`src/rtl/pfp_pkg.sv`:
```
package pfp_pkg;

  typedef enum logic [1:0] {
    CFG_LOW  = 2'd0,
    CFG_HIGH = 2'd1,
    CFG_EN   = 2'd2
  } cfgSel_e;

  typedef struct packed {
    logic loadReq;   // capture a new partner address
    logic clearReq;  // handshake done, slot empties
    logic bumpDrop;  // qualifying fill discarded
  } pfpStrobe_t;

endpackage

```
`src/rtl/pfp_datapath.sv`:
```
module pfp_datapath
  import pfp_pkg::*;
#(
  parameter int VA_W      = 32,
  parameter int PA_W      = 32,
  parameter int CNT_W     = 8,
  parameter int LINE_LOG2 = 5
) (
  input  logic             clk,
  input  logic             rstN,
  input  logic             cfgWe,
  input  logic [1:0]       cfgAddr,
  input  logic [VA_W-1:0]  cfgWdata,
  input  logic [VA_W-1:0]  fillVaddr,
  input  logic [PA_W-1:0]  fillPaddr,
  input  pfpStrobe_t       strb,
  output logic             inWindow,
  output logic             cfgEnable,
  output logic [PA_W-1:0]  reqAddr,
  output logic [CNT_W-1:0] dropCount
);

  localparam logic [PA_W-1:0]  LINE_STEP = PA_W'(1) << LINE_LOG2;
  localparam logic [PA_W-1:0]  LINE_MASK = LINE_STEP - PA_W'(1);
  localparam logic [CNT_W-1:0] CNT_MAX   = {CNT_W{1'b1}};

  logic [VA_W-1:0] lowBound;
  logic [VA_W-1:0] highBound;
  logic [PA_W-1:0] pairSum;
  logic [PA_W-1:0] partnerAddr;

  always_ff @(posedge clk or negedge rstN) begin
    if (!rstN) begin
      lowBound  <= '0;
      highBound <= '0;
      cfgEnable <= 1'b0;
    end else if (cfgWe) begin
      case (cfgAddr)
        CFG_LOW:  lowBound  <= cfgWdata;
        CFG_HIGH: highBound <= cfgWdata;
        CFG_EN:   cfgEnable <= cfgWdata[0];
        default:  ;
      endcase
    end
  end

  always_comb begin
    inWindow = (fillVaddr > lowBound) && (fillVaddr < highBound);
  end

  always_comb begin
    if (fillPaddr[LINE_LOG2]) pairSum = fillPaddr - LINE_STEP;
    else                      pairSum = fillPaddr + LINE_STEP;
    partnerAddr = pairSum & ~LINE_MASK;
  end

  always_ff @(posedge clk or negedge rstN) begin
    if (!rstN)             reqAddr <= '0;
    else if (strb.loadReq) reqAddr <= partnerAddr;
  end

  always_ff @(posedge clk or negedge rstN) begin
    if (!rstN)                                  dropCount <= '0;
    else if (strb.bumpDrop && dropCount != CNT_MAX) dropCount <= dropCount + CNT_W'(1);
  end

endmodule

```
`src/rtl/pfp_ctrl.sv`:
```
module pfp_ctrl
  import pfp_pkg::*;
(
  input  logic       clk,
  input  logic       rstN,
  input  logic       fillValid,
  input  logic       fillFromPrefetch,
  input  logic       inWindow,
  input  logic       cfgEnable,
  input  logic       reqReady,
  output pfpStrobe_t strb,
  output logic       reqValid
);

  logic qualify;
  logic slotBusy;

  always_comb begin
    qualify       = fillValid && cfgEnable && !fillFromPrefetch && inWindow;
    slotBusy      = reqValid && !reqReady;
    strb.loadReq  = qualify && !slotBusy;
    strb.bumpDrop = qualify && slotBusy;
    strb.clearReq = reqValid && reqReady && !strb.loadReq;
  end

  always_ff @(posedge clk or negedge rstN) begin
    if (!rstN)              reqValid <= 1'b0;
    else if (strb.loadReq)  reqValid <= 1'b1;
    else if (strb.clearReq) reqValid <= 1'b0;
  end

endmodule

```
`src/rtl/pairline_prefetcher.sv`:
```
module pairline_prefetcher
  import pfp_pkg::*;
#(
  parameter int VA_W      = 32,
  parameter int PA_W      = 32,
  parameter int CNT_W     = 8,
  parameter int LINE_LOG2 = 5
) (
  input  logic             clk,
  input  logic             rstN,
  input  logic             cfgWe,
  input  logic [1:0]       cfgAddr,
  input  logic [VA_W-1:0]  cfgWdata,
  input  logic             fillValid,
  input  logic [VA_W-1:0]  fillVaddr,
  input  logic [PA_W-1:0]  fillPaddr,
  input  logic             fillFromPrefetch,
  output logic             reqValid,
  input  logic             reqReady,
  output logic [PA_W-1:0]  reqAddr,
  output logic [CNT_W-1:0] dropCount
);

  pfpStrobe_t strb;
  logic       inWindow;
  logic       cfgEnable;

  pfp_ctrl u_ctrl (
    .clk              (clk),
    .rstN             (rstN),
    .fillValid        (fillValid),
    .fillFromPrefetch (fillFromPrefetch),
    .inWindow         (inWindow),
    .cfgEnable        (cfgEnable),
    .reqReady         (reqReady),
    .strb             (strb),
    .reqValid         (reqValid)
  );

  pfp_datapath #(
    .VA_W      (VA_W),
    .PA_W      (PA_W),
    .CNT_W     (CNT_W),
    .LINE_LOG2 (LINE_LOG2)
  ) u_dp (
    .clk       (clk),
    .rstN      (rstN),
    .cfgWe     (cfgWe),
    .cfgAddr   (cfgAddr),
    .cfgWdata  (cfgWdata),
    .fillVaddr (fillVaddr),
    .fillPaddr (fillPaddr),
    .strb      (strb),
    .inWindow  (inWindow),
    .cfgEnable (cfgEnable),
    .reqAddr   (reqAddr),
    .dropCount (dropCount)
  );

endmodule

```
`config.mk`:
```
export PLATFORM = sky130hd
export DESIGN_NAME = pairline_prefetcher
export DESIGN_NICKNAME = d
export VERILOG_FILES = /design/src/rtl/pfp_pkg.sv /design/src/rtl/pfp_datapath.sv /design/src/rtl/pfp_ctrl.sv /design/src/rtl/pairline_prefetcher.sv
export SDC_FILE = /design/constraint.sdc
export NUM_CORES = 1
export LEC_CHECK = 0
export BUFFER_PORTS_ARGS = -buffer_cell sky130_fd_sc_hd__buf_4
export CORE_UTILIZATION = 56
export DETAILED_ROUTE_END_ITERATION = 8
export PLACE_DENSITY = 0.81
export SETUP_SLACK_MARGIN = 0.05
export SYNTH_ARGS = -nofsm -noshare
export SYNTH_HDL_FRONTEND = slang
export SYNTH_HIERARCHICAL = 1
export SYNTH_SLANG_ARGS = --single-unit
```
`constraint.sdc`:
```
create_clock -name clk -period 3.5 [get_ports clk]
set_input_delay 0.525 -clock clk [delete_from_list [all_inputs] [get_ports clk]]
set_output_delay 0.525 -clock clk [all_outputs]
set_load 0.02 [all_outputs]
```
* Word-level counts from Yosys, hierarchy flattened *
Index checks and enable logic that the tools add are counted.

storage, ports and cells
  flip-flop bits (word level) = 101
  bits of input ports = 104
  output and inout bits = 41
  logic and storage cells = 36

operators by class
  add/subtract/negate cells = 3
  order comparisons = 2
  equality and inequality tests = 3
  muxes and demuxes = 3
  reductions and logical operators = 19

operators by type and width
  kind                                                  number
  adder 32 x 6 -> 32 bit (second input constant)        1
  > comparator 32 bit                                   1
  < comparator 32 bit                                   1
  two-way mux 32 bit                                    1
  subtractor 32 x 6 -> 32 bit (second input constant)   1
  logical AND 1 bit                                     10
  adder 8 x 1 -> 8 bit (second input constant)          1
  != test 8 bit (second input constant)                 1
  AND reduction 2 bit                                   3
  zero test 1 bit                                       4
  equality test 2 x 1 -> 1 bit (second input constant)  1
  equality test 2 bit (second input constant)           1
  zero test 2 bit                                       1
  two-way mux 1 bit                                     2
  nonzero test 2 bit                                    1

* Logic depth before layout (Yosys ltp) *
  depth after elaboration = 8
  gate-level depth with buffers = 16
  depth with buffers taken out = 14

* Modules after synthesis *
The synthesis kept the hierarchy.

by module, submodules not included
  module        times used  cells an instance  area each (µm²)  seq. area each (µm²)
  pfp_datapath  1           742                6,897.9          2,502.4
  pfp_ctrl      1           7                  75.1             25.0

* Worst setup path before layout *
OpenSTA, ideal clock, no wires.

  path kind = in2reg
  start point = input fillVaddr[5]
  end point = register u_dp.reqAddr[10]
  data arrival time = 3.096 ns
  required time = 3.375 ns
  slack = 0.279 ns
  cell stages on the path = 12
  cell sequence = ha_1 -> a21o_1 -> a21o_1 -> a21oi_1 -> o21ai_0 -> a211o_1 -> a211oi_1 -> nand4b_4 -> nor2b_1 -> clkbuf_1 -> buf_1 -> mux2_2

RTL lines
  element               RTL line                   text
  start, declared       pairline_prefetcher.sv:15  input logic [VA_W-1:0] fillVaddr,
  end signal, assigned  pfp_datapath.sv:59         else if (strb.loadReq) reqAddr <= partnerAddr;
  end, declared         pfp_datapath.sv:19         output logic [PA_W-1:0] reqAddr,

==> flow_metrics.py <==
metrics = {
    "status": {
        "outcome": "finished, final reports clean",
    },
    "synthesis": {
        "synthCells": 748,
        "ys_warn_count": 6,
        "netlist_area_um2": 6970,
        "postSynthAreaPerCell_um2": 9.31,
    },
    "setup_path": {
        "crit_chain": "inv_1 > ha_1 > a21o_1 > a21o_1 > a21oi_1 > o21ai_0 > a211o_1 > a211oi_1 > nand4b_4 > nor2b_2 > inv_2 > a221oi_1 > o311ai_1",
        "cp_data_arrival_time_ns": 3.33,
        "startpoint_type": "register",
        "critPathMaxFanout": 20,
        "critPathKind": "reg -> reg",
        "crit_top_cell": "a21o_1",
        "crit_slowest_cell": "a211oi_1",
        "critPathRequiredTime_ns": 3.71,
        "critPathMaxStageDelay_ns": 0.36,
        "end_kind": "register",
    },
    "layout": {
        "final_area_um2": 8460,
        "layout.cells.non_filler": 1046,
        "syn_to_final_growth_pct": 21.5,
        "layout.cells.most_common": "buf_4",
        "final_util_pct": 70.2,
        "nets": 1067,
        "n_antenna_cell": 0,
        "layout_common_cells": "141 x buf_4, 101 x dfrtp_1, 90 x ha_1, 81 x nand2_1, 74 x inv_1",
        "layout-drive-gt1-share_pct": 24.1,
        "fillerInstances": 926,
    },
    "die": {
        "die_h_um": 114,
        "start_util_pct": 57.8,
        "die_w_um": 114,
        "pin_count": 145,
        "core_area_um2": 12100,
        "dieArea_um2": 12900,
        "placementRows": 40,
    },
    "timing": {
        "fmax_ghz": 0.320,
        "setup_viol": 0,
        "hold_viol": 0,
        "maxSlewHeadroom_pct": 61.1,
        "min_period_ns": 3.12,
        "slew_violations": 0,
        "worst_pin_slew_ns": 0.583,
        "whs_ns": 0.142,
        "fin_crit_sh_pct": 89.3,
        "setup_tns_ns": 0,
        "finalClockSkew_ns": 0.00838,
        "rsz0062_at_grt": "no",
    },
    "drt": {
        "wirelength_um": 16700,
        "vias": 6080,
        "dr.pass1.iters": 4,
        "drt_iter0_markers": 268,
        "drt-wirelength-per-cell_um": 16.0,
        "drc": 0,
        "vias_per_cell": 5.81,
        "detail-route-antenna-nets": 0,
    },
    "global_routing": {
        "grt_max_degree": 64,
        "grt_pass1_vias": 6008,
        "track_usage_pct": 26.6,
        "antenna_found_initial": 0,
        "grt_pass1_wl_um": 27300,
        "grt.overflow.total": 0,
    },
    "clocking": {
        "cts_resized": 0,
        "cts-buffers-inserted": 9,
        "clk_pin_slew_ns": 0.07,
        "cts_hold_buf": 0,
        "clockBufferDepth": 2,
        "clock_latency_ns": 0.35,
        "cts_tree": "yes",
        "cts_root_buf": "clkbuf_16",
        "h-tree-depth": 3,
        "cts_setup_buffers": 0,
        "cts.sinks": 101,
    },
    "placement": {
        "gp_congestion": 0.891,
        "placed_area_um2": 8120,
        "place_hpwl_um": 12800,
        "port_buffers": 134,
        "dp_cells": 1030,
    },
    "flow_run": {
        "drv_cap": 0,
    },
    "pwr": {
        "ir_drop_v": 0.000337,
        "power_density_nw_per_um2": 507,
        "leakagePower_nw": 4.13,
    },
    "worst_hold_path": {
        "worst_hold_path_type": "in -> async",
    },
}
[power by group]
part | switching (mW) | internal [mW]
Sequential | 0.143 | 1.45
Clock | 0.441 | 0.699
Combinational | 0.839 | 0.720
Total | 1.42 | 2.87
[path summary, 6_finish.rpt]
path                              startpoint                 to  slack [ns]  cells past startpoint
max in group asynchronous               rstN    u_dp/reqAddr[8]        2.50                      2
min reg2reg                 u_dp/reqAddr[21]   u_dp/reqAddr[21]        0.49                      2
max                        u_dp/highBound[5]   u_dp/reqAddr[22]        0.38                     13
max reg2reg                u_dp/highBound[5]   u_dp/reqAddr[22]        0.38                     13
min in group clk                cfgWdata[25]  u_dp/lowBound[25]        0.39                      3
min                                     rstN  u_dp/lowBound[26]        0.14                      1
[through the flow]
stage          total power, mW  worst slack [ns]
2_1_floorplan             2.56             0.288
3_3_place_gp              3.08             0.174
3_5_place_dp              3.16             0.111
4_1_cts                   4.32             0.381
5_1_grt                   4.54             0.161
6_report                  4.29             0.375
[metal layers]
metal	GRT usage, %	vias to the layer above	routed length, um
met1	32.5	2926	7170
met2	47.2	188	8380
met5	0	-	0
met3	3.45	35	785
met4	11.5	0	403
li1	-	2931	-
[critical path: cells and delay by family (launching register included)]
family,cells,cell delay (ns)
buffers and inverters,2,0.23
DFF,1,0.35
AOI/OAI and AO/OA,8,1.75
and+or+nand+nor,2,0.39
adders and majority gates,1,0.28
[flip-flops by register name, summed over array words and instances (netlist names)]
name and cells:
u_ctrl/reqValid 1, u_dp/cfgEnable 1, u_dp/dropCount 8, u_dp/highBound 32, u_dp/lowBound 32, u_dp/reqAddr 27
[area by class of cell]
class                      instances  area [um2]  share of cell area, %
tap                              168         210                   2.48
multi-input combinational        544        4030                   47.6
clock inverter                     6         111                   1.32
clock buffer                      10         229                   2.71
timing repair buffer             142        1080                   12.7
inverter                          75         282                   3.33
sequential                       101        2530                   29.9
(Power assumes the default switching activity.)
